## config.mk

```make
export PLATFORM = sky130hd
export DESIGN_NAME = vls_multi_decoder
export DESIGN_NICKNAME = d
export VERILOG_FILES = /design/src/rtl/vls_pkg.sv /design/src/rtl/vls_opcode_map.sv /design/src/rtl/vls_field_decode.sv /design/src/rtl/vls_out_stage.sv /design/src/rtl/vls_multi_decoder.sv
export SDC_FILE = /design/constraint.sdc
export NUM_CORES = 1
export LEC_CHECK = 0
export BUFFER_PORTS_ARGS = -buffer_cell sky130_fd_sc_hd__buf_2
export CAP_MARGIN = 20
export CORE_UTILIZATION = 44
export CTS_BUF_LIST = sky130_fd_sc_hd__clkbuf_8
export DETAILED_ROUTE_END_ITERATION = 6
export PLACE_DENSITY_LB_ADDON = 0.08
export SYNTH_ARGS = -nofsm -noshare
export SYNTH_HDL_FRONTEND = slang
export SYNTH_SLANG_ARGS = --single-unit
```

## constraint.sdc

```tcl
create_clock -name clk -period 1.3 [get_ports clk]
set_input_delay 0.13 -clock clk [delete_from_list [all_inputs] [get_ports clk]]
set_output_delay 0.13 -clock clk [all_outputs]
set_load 0.01 [all_outputs]
```

## src/rtl/vls_pkg.sv

```systemverilog
package vls_pkg;
    localparam int INSN_W = 32;
    localparam int REG_W  = 5;
    localparam int SIZE_W = 2;
    localparam int OPC_W  = 4;
    localparam int CNT_W  = 3;
    localparam int CLS_W  = 6;
    localparam logic [CLS_W-1:0]  CLASS_PAT = 6'b001100;
    localparam logic [SIZE_W-1:0] SIZE_DBL  = 2'd3;

    typedef enum logic [OPC_W-1:0] {
        OPC_S4 = 4'b0000,
        OPC_R4 = 4'b0010,
        OPC_S3 = 4'b0100,
        OPC_R3 = 4'b0110,
        OPC_R1 = 4'b0111,
        OPC_S2 = 4'b1000,
        OPC_R2 = 4'b1010
    } vls_opc_e;

    typedef struct packed {
        logic [REG_W-1:0]  rt;
        logic [REG_W-1:0]  rn;
        logic [REG_W-1:0]  rm;
        logic [SIZE_W-1:0] size;
        logic              q;
        logic              load;
        logic              postidx;
        logic [CNT_W-1:0]  rpt;
        logic [CNT_W-1:0]  selem;
    } vls_desc_t;

    typedef struct packed {
        logic [CNT_W-1:0] rpt;
        logic [CNT_W-1:0] selem;
        logic             legal;
    } vls_shape_t;

    function automatic vls_shape_t mk_shape(input int r, input int s);
        vls_shape_t sh;
        sh.rpt   = CNT_W'(r);
        sh.selem = CNT_W'(s);
        sh.legal = 1'b1;
        return sh;
    endfunction
endpackage

```

## src/rtl/vls_opcode_map.sv

```systemverilog
module vls_opcode_map
    import vls_pkg::*;
(
    input  logic [OPC_W-1:0] opc,
    output vls_shape_t       shape
);
    always_comb begin
        shape = '0;
        case (opc)
            OPC_R1:  shape = mk_shape(1, 1);
            OPC_R2:  shape = mk_shape(2, 1);
            OPC_R3:  shape = mk_shape(3, 1);
            OPC_R4:  shape = mk_shape(4, 1);
            OPC_S2:  shape = mk_shape(1, 2);
            OPC_S3:  shape = mk_shape(1, 3);
            OPC_S4:  shape = mk_shape(1, 4);
            default: shape = '0;
        endcase
    end
endmodule

```

## src/rtl/vls_field_decode.sv

```systemverilog
module vls_field_decode
    import vls_pkg::*;
(
    input  logic [INSN_W-1:0] insn,
    output vls_desc_t         desc,
    output logic              undef
);
    vls_shape_t shape;
    logic       cls_ok;
    logic       rm_bad;
    logic       rsv_form;

    vls_opcode_map u_map (
        .opc   (insn[15:12]),
        .shape (shape)
    );

    always_comb begin
        desc.rt      = insn[4:0];
        desc.rn      = insn[9:5];
        desc.size    = insn[11:10];
        desc.rm      = insn[20:16];
        desc.load    = insn[22];
        desc.postidx = insn[23];
        desc.q       = insn[30];
        desc.rpt     = shape.rpt;
        desc.selem   = shape.selem;
    end

    assign cls_ok   = !insn[31] && !insn[21] && (insn[29:24] == CLASS_PAT);
    assign rm_bad   = !desc.postidx && (desc.rm != '0);
    assign rsv_form = (desc.size == SIZE_DBL) && !desc.q && (shape.selem != CNT_W'(1));
    assign undef    = !cls_ok || !shape.legal || rm_bad || rsv_form;
endmodule

```

## src/rtl/vls_out_stage.sv

```systemverilog
module vls_out_stage
    import vls_pkg::*;
(
    input  logic      clk,
    input  logic      rst,
    input  logic      in_valid,
    output logic      in_ready,
    input  vls_desc_t desc_in,
    input  logic      undef_in,
    input  logic      out_ready,
    output logic      out_valid,
    output logic      out_undef,
    output vls_desc_t desc_out
);
    logic      full_q;
    logic      undef_q;
    vls_desc_t desc_q;
    logic      take;

    assign in_ready = !full_q || out_ready;
    assign take     = in_valid && in_ready;

    always_ff @(posedge clk) begin
        if (rst) begin
            full_q  <= 1'b0;
            undef_q <= 1'b0;
            desc_q  <= '0;
        end else if (take) begin
            full_q  <= 1'b1;
            undef_q <= undef_in;
            desc_q  <= desc_in;
        end else if (out_ready) begin
            full_q  <= 1'b0;
        end
    end

    assign out_valid = full_q && !undef_q;
    assign out_undef = full_q && undef_q;
    assign desc_out  = desc_q;


    p_excl_r8: assert property (@(posedge clk) disable iff (rst)
        !(out_valid && out_undef));

    p_accept_r9: assert property (@(posedge clk) disable iff (rst)
        (in_valid && in_ready) |=> (out_valid || out_undef));
    p_hold_r9: assert property (@(posedge clk) disable iff (rst)
        ((out_valid || out_undef) && !out_ready) |=>
        ($stable(out_valid) && $stable(out_undef) && $stable(desc_out)));
    p_drain_r9: assert property (@(posedge clk) disable iff (rst)
        ((out_valid || out_undef) && out_ready && !in_valid) |=> !(out_valid || out_undef));

    p_shape_r3: assert property (@(posedge clk) disable iff (rst)
        out_valid |-> (desc_out.rpt >= 3'd1 && desc_out.rpt <= 3'd4 &&
                       desc_out.selem >= 3'd1 && desc_out.selem <= 3'd4 &&
                       (desc_out.rpt == 3'd1 || desc_out.selem == 3'd1)));

    p_rm_zero_r6: assert property (@(posedge clk) disable iff (rst)
        (out_valid && !desc_out.postidx) |-> (desc_out.rm == '0));

    p_rsv_r7: assert property (@(posedge clk) disable iff (rst)
        (out_valid && desc_out.size == SIZE_DBL && !desc_out.q) |-> (desc_out.selem == 3'd1));
endmodule

```

## src/rtl/vls_multi_decoder.sv

```systemverilog
module vls_multi_decoder
    import vls_pkg::*;
(
    input  logic              clk,
    input  logic              rst,
    input  logic              in_valid,
    output logic              in_ready,
    input  logic [INSN_W-1:0] in_insn,
    output logic              out_valid,
    output logic              out_undef,
    input  logic              out_ready,
    output logic [REG_W-1:0]  out_rt,
    output logic [REG_W-1:0]  out_rn,
    output logic [REG_W-1:0]  out_rm,
    output logic [SIZE_W-1:0] out_size,
    output logic              out_q,
    output logic              out_load,
    output logic              out_postidx,
    output logic [CNT_W-1:0]  out_rpt,
    output logic [CNT_W-1:0]  out_selem
);
    vls_desc_t dec_desc;
    vls_desc_t held;
    logic      dec_undef;

    vls_field_decode u_dec (
        .insn  (in_insn),
        .desc  (dec_desc),
        .undef (dec_undef)
    );

    vls_out_stage u_stage (
        .clk       (clk),
        .rst       (rst),
        .in_valid  (in_valid),
        .in_ready  (in_ready),
        .desc_in   (dec_desc),
        .undef_in  (dec_undef),
        .out_ready (out_ready),
        .out_valid (out_valid),
        .out_undef (out_undef),
        .desc_out  (held)
    );

    assign out_rt      = held.rt;
    assign out_rn      = held.rn;
    assign out_rm      = held.rm;
    assign out_size    = held.size;
    assign out_q       = held.q;
    assign out_load    = held.load;
    assign out_postidx = held.postidx;
    assign out_rpt     = held.rpt;
    assign out_selem   = held.selem;


    p_idle_after_reset_r1: assert property (@(posedge clk)
        rst |=> (!out_valid && !out_undef));
endmodule

```

# Word-level counts from Yosys, hierarchy flattened

Cells that the tools add are included.

Register bits: 28
Output and inout bits: 29
Word-level logic and storage cells: 46
Input bits: 36
Memories: 0
Bits in read-only memories: 0
RAM bits: 0
Latch bits: 0

Bitwise logic cells: 0
Multiplexer cells: 3
Reduce and logical (&&, ||, !) cells: 23
Div/mod/pow operators: 0
Magnitude comparators: 0
$mul: 0
Eq/ne operators: 9
Shifts and indexed selects: 0
Add/subtract/negate cells: 0

Operators with widths:

| kind                 | number |
|---|---|
| $pmux W7 S7          | 1 |
| $eq A4 B3 Y1 const B | 3 |
| $eq A4 B4 Y1 const B | 2 |
| $logic_and A1 B1 Y1  | 8 |
| $logic_not A1 Y1     | 8 |
| $eq A6 B4 Y1 const B | 1 |
| $reduce_bool A5 Y1   | 1 |
| $eq A4 B2 Y1 const B | 1 |
| $logic_not A4 Y1     | 1 |
| $logic_or A1 B1 Y1   | 4 |
| $ne A3 B1 Y1 const B | 1 |
| $eq A2 B2 Y1 const B | 1 |
| $mux W1              | 2 |
| $reduce_bool A2 Y1   | 1 |

# Longest topological paths before layout

Gate-level depths: netlist of run 1.

Word-level depth: 7
Depth in mapped cells: 6
Depth with buffers taken out: 4

# Hierarchy

A second synthesis of run 1 with hierarchy kept.

Cell total of the unflattened synthesis: 176
Area, all modules: 1591.5 µm²

By module, submodules not included:

| module           | cells each | seq. area each (µm²) | times used | area an instance (µm²) |
|---|---|---|---|---|
| vls_out_stage    | 129        | 560.5                | 1          | 1258.7 |
| vls_field_decode | 31         | 0.0                  | 1          | 221.5 |
| vls_opcode_map   | 16         | 0.0                  | 1          | 111.4 |

# Least setup slack after synthesis of run 1

OpenSTA, ideal clock, no wires.

Path type: register to register
From: register u_stage.full_q
To: register u_stage.desc_q, in the netlist u_stage.desc_out[5]
Path buffers: 0
Data arrival time: 1.112 ns
Cell stages (with the launch flop): 5
Setup time: 0.070 ns
Data required time: 1.230 ns
Slack: 0.118 ns
Period minus slack after synthesis: 1.182 ns
Cells stage by stage: dfxtp_1 nand2b_4 nand2_2 or4_1 a21oi_1

Cells in the longest elaborated chain, start to end: 3

Ends and longest elaborated chain:

| element                | line                   | source |
|---|---|---|
| from (decl)            | vls_out_stage.sv:15    | `logic full_q;` |
| from (signal assigned) | vls_out_stage.sv:25    | `full_q <= 1'b0;` |
| from (signal assigned) | vls_out_stage.sv:29    | `full_q <= 1'b1;` |
| from (signal assigned) | vls_out_stage.sv:33    | `full_q <= 1'b0;` |
| $logic_not A1 Y1       | vls_out_stage.sv:20    | `assign in_ready = !full_q \|\| out_ready;` |
| $logic_or A1 B1 Y1     | vls_out_stage.sv:20    |  |
| net in_ready           | vls_multi_decoder.sv:7 | `output logic in_ready,` |
| $logic_and A1 B1 Y1    | vls_out_stage.sv:21    | `assign take = in_valid && in_ready;` |
| to (signal assigned)   | vls_out_stage.sv:31    | `desc_q <= desc_in;` |
| to (decl)              | vls_out_stage.sv:17    | `vls_desc_t desc_q;` |

The timed path passes the listed nets, and every way through them passes these cells.
A chain may end at the register's enable or synchronous reset.

# Final worst setup path of run 1

From: register u_stage.full_q
To: register u_stage.desc_q, in the netlist u_stage.desc_out[5]

Cells in the longest elaborated chain, start to end: 3

Ends and longest elaborated chain:

| element             | line |
|---|---|
| $logic_not A1 Y1    | vls_out_stage.sv:20 |
| $logic_or A1 B1 Y1  | vls_out_stage.sv:20 |
| $logic_and A1 B1 Y1 | vls_out_stage.sv:21 |

Every way passes these cells.

==> summary.txt, run 1 <==
Outcome
  – Status: finished clean

Route
  – Via count: 1166
  – Routed wire length: between 2 and 3 mm
  – Vias per inst: ~5
  – Routed Antenna Nets: 0
  – DR iter-0 viols: 22
  – WL/cell: 11.3 um
  – Remaining DRCs: 0
  – Initial DRT Pass Iterations: 4

Finish
  – Ant diodes: 0
  – Area occupied by multi-input gates: 517 um^2
  – Nets: 244
  – FF/Latch Area: 561 um^2
  – Design Area, Final: about 1500 um^2
  – Share of layout cells above drive strength 1: 36.2%
  – Fillers: ~220
  – Area Growth Syn to Fin: 35.3%

Floorplan
  – Ports: 65
  – Die Wd: between 50 and 60 um
  – Core area: about 2300 um^2
  – Chip height: roughly 53 um
  – Die area: 2770 um^2
  – Initial Util: 48.6%
  – Cell row count: 17

Yosys
  – Async set-reset flop share out of synthesis: 0%
  – Post-synth EDFFs: 0
  – Prevailing post-synth register cell: dfxtp_1
  – Post-synth top area share: 49.7%
  – Area contributors post-synth: dfxtp_1 50%, nand2_1 16%, a21oi_1 12%, nor2_1 2.0%, buf_2 1.8%
  – Cells after Synth: 144
  – Mean Syn Cell Area: around 8 um^2
  – Netlist Area Pre-Place: 1130 um^2
  – Area leader, netlist: dfxtp_1
  – FF+latch count, synth: 28
  – Synth warnings: 0
  – Sequential area share after synthesis: 49.7%
  – Syn_nets: 180
  – Top cells by count, synth: 49 x nand2_1, 28 x a21oi_1, 28 x dfxtp_1, 6 x nor2_1, 4 x buf_2
  – Netlist cell types: 28
  – Most frequent cell after synthesis: nand2_1

Clock tree
  – CTS H-tree lvls: 1
  – Worst-Skew Late Latency: 0.26 ns
  – Resize count post-CTS: 0
  – Root buf cell: clkbuf_8
  – Post-CTS Setup Bufs: 0
  – Max Buffers Root-to-Sink: 2
  – Clock transition at path regs: 0.09 ns
  – CTS tree: done
  – CTS Hold Bufs: 0
  – Clock buffer count from CTS: 3
  – Sink Count: 28

Pwr
  – Worst IR Drop VDD: about 0.66 mV
  – Power Dens Cells: 1130 nW/um^2
  – LEAKAGE: 0.735 nW

STA
  – Skew final: 0.00833 ns
  – Final hold vios: 0
  – RSZ-0062 raised after global routing: false
  – Final setup viols: 0
  – Max-slew violation count: 0
  – Final period util: 91.9%
  – Relative slew margins: 66.5%
  – Total Neg Setup Slack: 0 ns
  – Worst Tran Pin Value: between 0.5 and 0.6 ns
  – FMAX: 837 MHz
  – Final Critical Period: 1.19 ns

Global routing
  – Vias in the first global route: 1022
  – Total congestion overflow: 0
  – Overall routing resource usage: a little over 20%
  – Global-route wire length before repair: approximately 4.2 mm
  – Antenna violations before repair: 0
  – Largest net degree at the start of global routing: 29

Place
  – Number of buffers added on ports: 64
  – Placed Area: 1470 um^2
  – Final RePlAce weighted congestion: 0.778
  – DP Wirelength: 2.03 mm

Setup path
  – R2R Path End: u_stage.desc_out[5]$_SDFFE_PP0P_
  – Reg2Reg Depth: 4
  – CP Max Fanout: 5
  – Worst path max stage delay: 0.46 ns
  – CP endpoint kind: flop
  – Crit start category: flop
  – CP cell instances: nand2b_4, nand2_2, or4_1, a21oi_1
  – CP Class: flop to flop
  – Req. time, crit path: 1.50 ns
  – Slowest CP cell: or4_1
  – Worst EP arrival: between 1 and 1.5 ns
  – FF-to-FF setup slack: 0.11 ns
  – Reg2reg start: u_stage.full_q$_SDFFE_PP0P_

Hold path
  – Worst hold path cell count: 3
  – Hold Path Class: input pin to flop
  – HP Start: in_insn[7]
  – Hold Path End: u_stage.desc_out[18]$_SDFFE_PP0P_

Flow run
  – Max-cap viol count: 0
[kinds of logic after synthesis]
kind of cell	share of synthesized area (%)
flip-flops	49.7
buffers and inverters	4.44
AO/OA/AOI/OAI	17.2
XOR/XNOR	0.777
AND/OR/NAND/NOR	27.9
[worst max-delay path by stage]
| stage | depth (start not counted) | endpoint | slack [ns] | from |
|---|---|---|---|---|
| 2_1_floorplan | 4 | u_stage.desc_out[5]$_SDFFE_PP0P_ | 0.12 | u_stage.full_q$_SDFFE_PP0P_ |
| 3_3_place_gp | 4 | u_stage.undef_q$_SDFFE_PP0P_ | 0.02 | in_insn[21] |
| 3_5_place_dp | 4 | u_stage.undef_q$_SDFFE_PP0P_ | 0.005 | in_insn[21] |
| 4_1_cts | 4 | u_stage.desc_out[5]$_SDFFE_PP0P_ | 0.09 | u_stage.full_q$_SDFFE_PP0P_ |
| 5_1_grt | 4 | u_stage.desc_out[5]$_SDFFE_PP0P_ | 0.03 | u_stage.full_q$_SDFFE_PP0P_ |
| 6_report | 4 | u_stage.desc_out[5]$_SDFFE_PP0P_ | 0.11 | u_stage.full_q$_SDFFE_PP0P_ |
[per-layer routing]
layer  up-vias  routed length, um  track usage [%]
met5         -                  0                0
met3         2                178             4.64
met4         0                 14             5.26
li1        608                  -                -
met1       507               1150             25.2
met2        49               1300             36.5
[report_power, final]
part / internal, mW / switching (mW) / total, mW / leakage [nW]
Clock: 0.270 / 0.242 / 0.512 / 0.0288
Sequential: 0.905 / 0.0223 / 0.927 / 0.230
Combinational: 0.126 / 0.158 / 0.284 / 0.476
[sequential cells by signal, summed over array words and instances (netlist names)]
name	count
u_stage.undef_q	1
u_stage.full_q	1
u_stage.desc_out	26
[worst max-delay path: cells and delay by family (launching register included)]
kind,cells,cell delay (ns)
and+or+nand+nor,3,0.63
AOI/OAI and AO/OA,1,0.14
DFF,1,0.35
[placed cells by master, fill, tap and decap left out]
master | netlist | layout
nand2b_1 | 2 | 2
dfxtp_1 | 28 | 28
a2111oi_2 | 1 | 1
or4b_1 | 1 | 1
nand3_1 | 1 | 1
or3_1 | 1 | 1
or4_1 | 1 | 1
nor2_1 | 6 | 6
a2bb2oi_1 | 1 | 1
nand2_1 | 49 | 49
a31oi_1 | 1 | 1
nor2b_1 | 1 | 1
nor4b_1 | 1 | 1
nor3_1 | 1 | 1
a211oi_1 | 2 | 2
buf_4 | 1 | 4
nor4_1 | 1 | 1
buf_2 | 4 | 64
a21oi_1 | 28 | 28
and2_1 | 2 | 2
nand2_2 | 1 | 1
nand3b_1 | 1 | 1
inv_1 | 2 | 2
xor2_1 | 1 | 1
o2111ai_1 | 1 | 1
nand2b_4 | 1 | 1
clkbuf_8 | 0 | 4
[per-stage QoR]
stage | cells | setup slack (ns) | hold WS (ns) | power [mW] | util, %
3_5_place_dp | 231 | 0.00530 | 0.374 | 1.23 | 63.4
5_1_grt | 235 | 0.0280 | 0.0731 | 1.83 | 65.8
2_1_floorplan | 144 | 0.118 | 0.259 | 1.10 | -
3_3_place_gp | 231 | 0.0245 | 0.372 | 1.22 | 63.4
6_report | 235 | 0.105 | 0.0896 | 1.72 | 65.8
4_1_cts | 235 | 0.0936 | 0.0855 | 1.74 | 65.8
[layout make-up]
class                   count  area share (%)
multi-input cells         105            33.9
repair buffers             68            23.0
clock buffers               4            3.61
flip-flops and latches     28            36.8
inverters                   2           0.492
well taps                  28            2.30
Note: power is estimated with default switching activity, not from simulation.
==> run 2: changes to the inputs <==
- CORE_UTILIZATION: 44 -> 42
- CTS_BUF_LIST: sky130_fd_sc_hd__clkbuf_8 -> default
==> run 2 against run 1 <==
Die area is 4.6% higher. Routed wire length rose by 1.1%. Largest cell class unchanged. Final cell count grew 1.3%.
==> summary.txt, run 2 (synthesis gave the netlist of run 1 again) <==
Outcome
  – Status: finished clean

Clock tree
  – CTS H-tree lvls: 1
  – CTS Hold Bufs: 0
  – Worst-Skew Late Latency: 0.32 ns
  – Root buf cell: clkbuf_4
  – CTS tree: done
  – Resize count post-CTS: 0
  – Clock buffer count from CTS: 3
  – Max Buffers Root-to-Sink: 2
  – Clock transition at path regs: 0.15 ns
  – Sink Count: 28
  – Post-CTS Setup Bufs: 0

Global routing
  – Global-route wire length before repair: 4.02 mm
  – Total congestion overflow: 0
  – Overall routing resource usage: between 10% and 20%
  – Vias in the first global route: 1005
  – Largest net degree at the start of global routing: 29
  – Antenna violations before repair: 0

Pwr
  – Sw Ratio: 24.6%
  – Power Dens Cells: ~1200 nW/um^2
  – Sw power: between 400 and 500 uW
  – Worst IR Drop VDD: around 0.74 mV
  – LEAKAGE: ~0.74 nW
  – Clock power share: between 30 and 40%
  – Power Internal: approximately 1.3 mW
  – Sequential share of power: a little over half
  – Gate power share: 16.0%

Floorplan
  – Initial Util: 45.1%
  – Die area: 2900 um^2
  – Ports: 65
  – Die Wd: 53.8 um
  – Chip height: around 54 um
  – Cell row count: 18
  – Core area: 2500 um^2

Finish
  – Largest register FFs: 26
  – Area occupied by multi-input gates: 517 um^2
  – Nets: 245
  – Fillers: between 200 and 250
  – Top flop regs: u_stage.desc_out: 26 flops, u_stage.full_q: 1 flops, u_stage.undef_q: 1 flops
  – FF/Latch Area: 561 um^2
  – Area Growth Syn to Fin: 36.2%
  – Ant diodes: 0
  – Share of layout cells above drive strength 1: 36.1%
  – Most frequent cells in the layout: 64 x buf_2, 49 x nand2_1, 28 x a21oi_1, 28 x dfxtp_1, 6 x nor2_1
  – Most flops, register: u_stage.desc_out
  – Commonest non-fill, non-tap cell in the layout: buf_2

STA
  – Final setup viols: 0
  – Final hold vios: 0
  – Final period util: between 90% and 100%
  – Total Neg Setup Slack: 0 ns
  – Max-slew violation count: 0
  – Hold WS: approximately 0.019 ns
  – Relative slew margins: 66.4%
  – Worst Tran Pin Value: 0.504 ns
  – Skew final: 0.00108 ns
  – RSZ-0062 raised after global routing: false
  – FMAX: 842 MHz
  – Final Critical Period: 1.19 ns

Place
  – Final RePlAce weighted congestion: 0.763
  – DP Wirelength: 2.01 mm
  – Number of buffers added on ports: 64

Route
  – Vias per inst: about 5
  – Remaining DRCs: 0
  – Via count: 1186
  – WL/cell: 11.2 um
  – Routed wire length: 2.68 mm
  – Initial DRT Pass Iterations: 4
  – Routed Antenna Nets: 0
  – DR iter-0 viols: 14

Setup path
  – CP Class: flop to flop
  – FF-to-FF setup slack: about 0.11 ns
  – Req. time, crit path: 1.57 ns
  – Worst EP arrival: 1.46 ns
  – Crit start category: flop
  – CP endpoint kind: flop
  – CP Max Fanout: 5

Hold path
  – Hold Path Class: input pin to flop

Flow run
  – Max-cap viol count: 0
## run 2: final cells by class
type                       instances  area share (%)
sequential                        28            36.5
inverter                           2           0.489
tap                               30            2.44
clock inverter                     1            1.96
multi-input combinational        105            33.7
timing repair buffer              69            23.5
clock buffer                       3            1.47
## run 2: per-stage QoR
step | power [mW] | instance area (um^2) | worst slack, ns | util [%] | std cells
2_1_floorplan | 1.10 | 1130 | 0.118 | - | 144
3_3_place_gp | 1.22 | 1470 | 0.0240 | 58.9 | 233
3_5_place_dp | 1.23 | 1470 | 0.00558 | 58.9 | 233
4_1_cts | 1.80 | 1530 | 0.107 | 61.0 | 237
5_1_grt | 1.87 | 1540 | 0.0314 | 61.4 | 238
6_report | 1.79 | 1540 | 0.112 | 61.4 | 238
## run 2: worst max-delay path: stages (launching register included)
cell,delay (ns)
dfxtp_1,0.37
nand2b_4,0.09
nand2_2,0.07
or4_1,0.46
a21oi_1,0.14
## run 2: layer usage
layer / routed length [um] / GRT usage [%]
met2: 1290 / 35.0
met4: 13 / 6.58
met5: 0 / 0
met3: 142 / 2.54
met1: 1230 / 22.7
## run 2: path summary, 6_finish.rpt
| check | startpoint | end | cells past startpoint |
|---|---|---|---|
| setup / recovery | u_stage.full_q$_SDFFE_PP0P_ | u_stage.desc_out[5]$_SDFFE_PP0P_ | 4 |
| hold / removal | in_insn[2] | u_stage.desc_out[23]$_SDFFE_PP0P_ | 3 |
| setup reg to reg | u_stage.full_q$_SDFFE_PP0P_ | u_stage.desc_out[5]$_SDFFE_PP0P_ | 4 |
| hold reg to reg | u_stage.desc_out[1]$_SDFFE_PP0P_ | u_stage.desc_out[1]$_SDFFE_PP0P_ | 2 |
## run 2: power groups by stage
stage / sequential, mW / clock (mW) / combinational [mW]
final: 0.928 / 0.573 / 0.285
after global routing: 0.936 / 0.621 / 0.318
after floorplan: 0.969 / 0 / 0.128
after global placement: 0.945 / 0 / 0.276
after detailed placement: 0.948 / 0 / 0.286
after CTS: 0.929 / 0.585 / 0.286
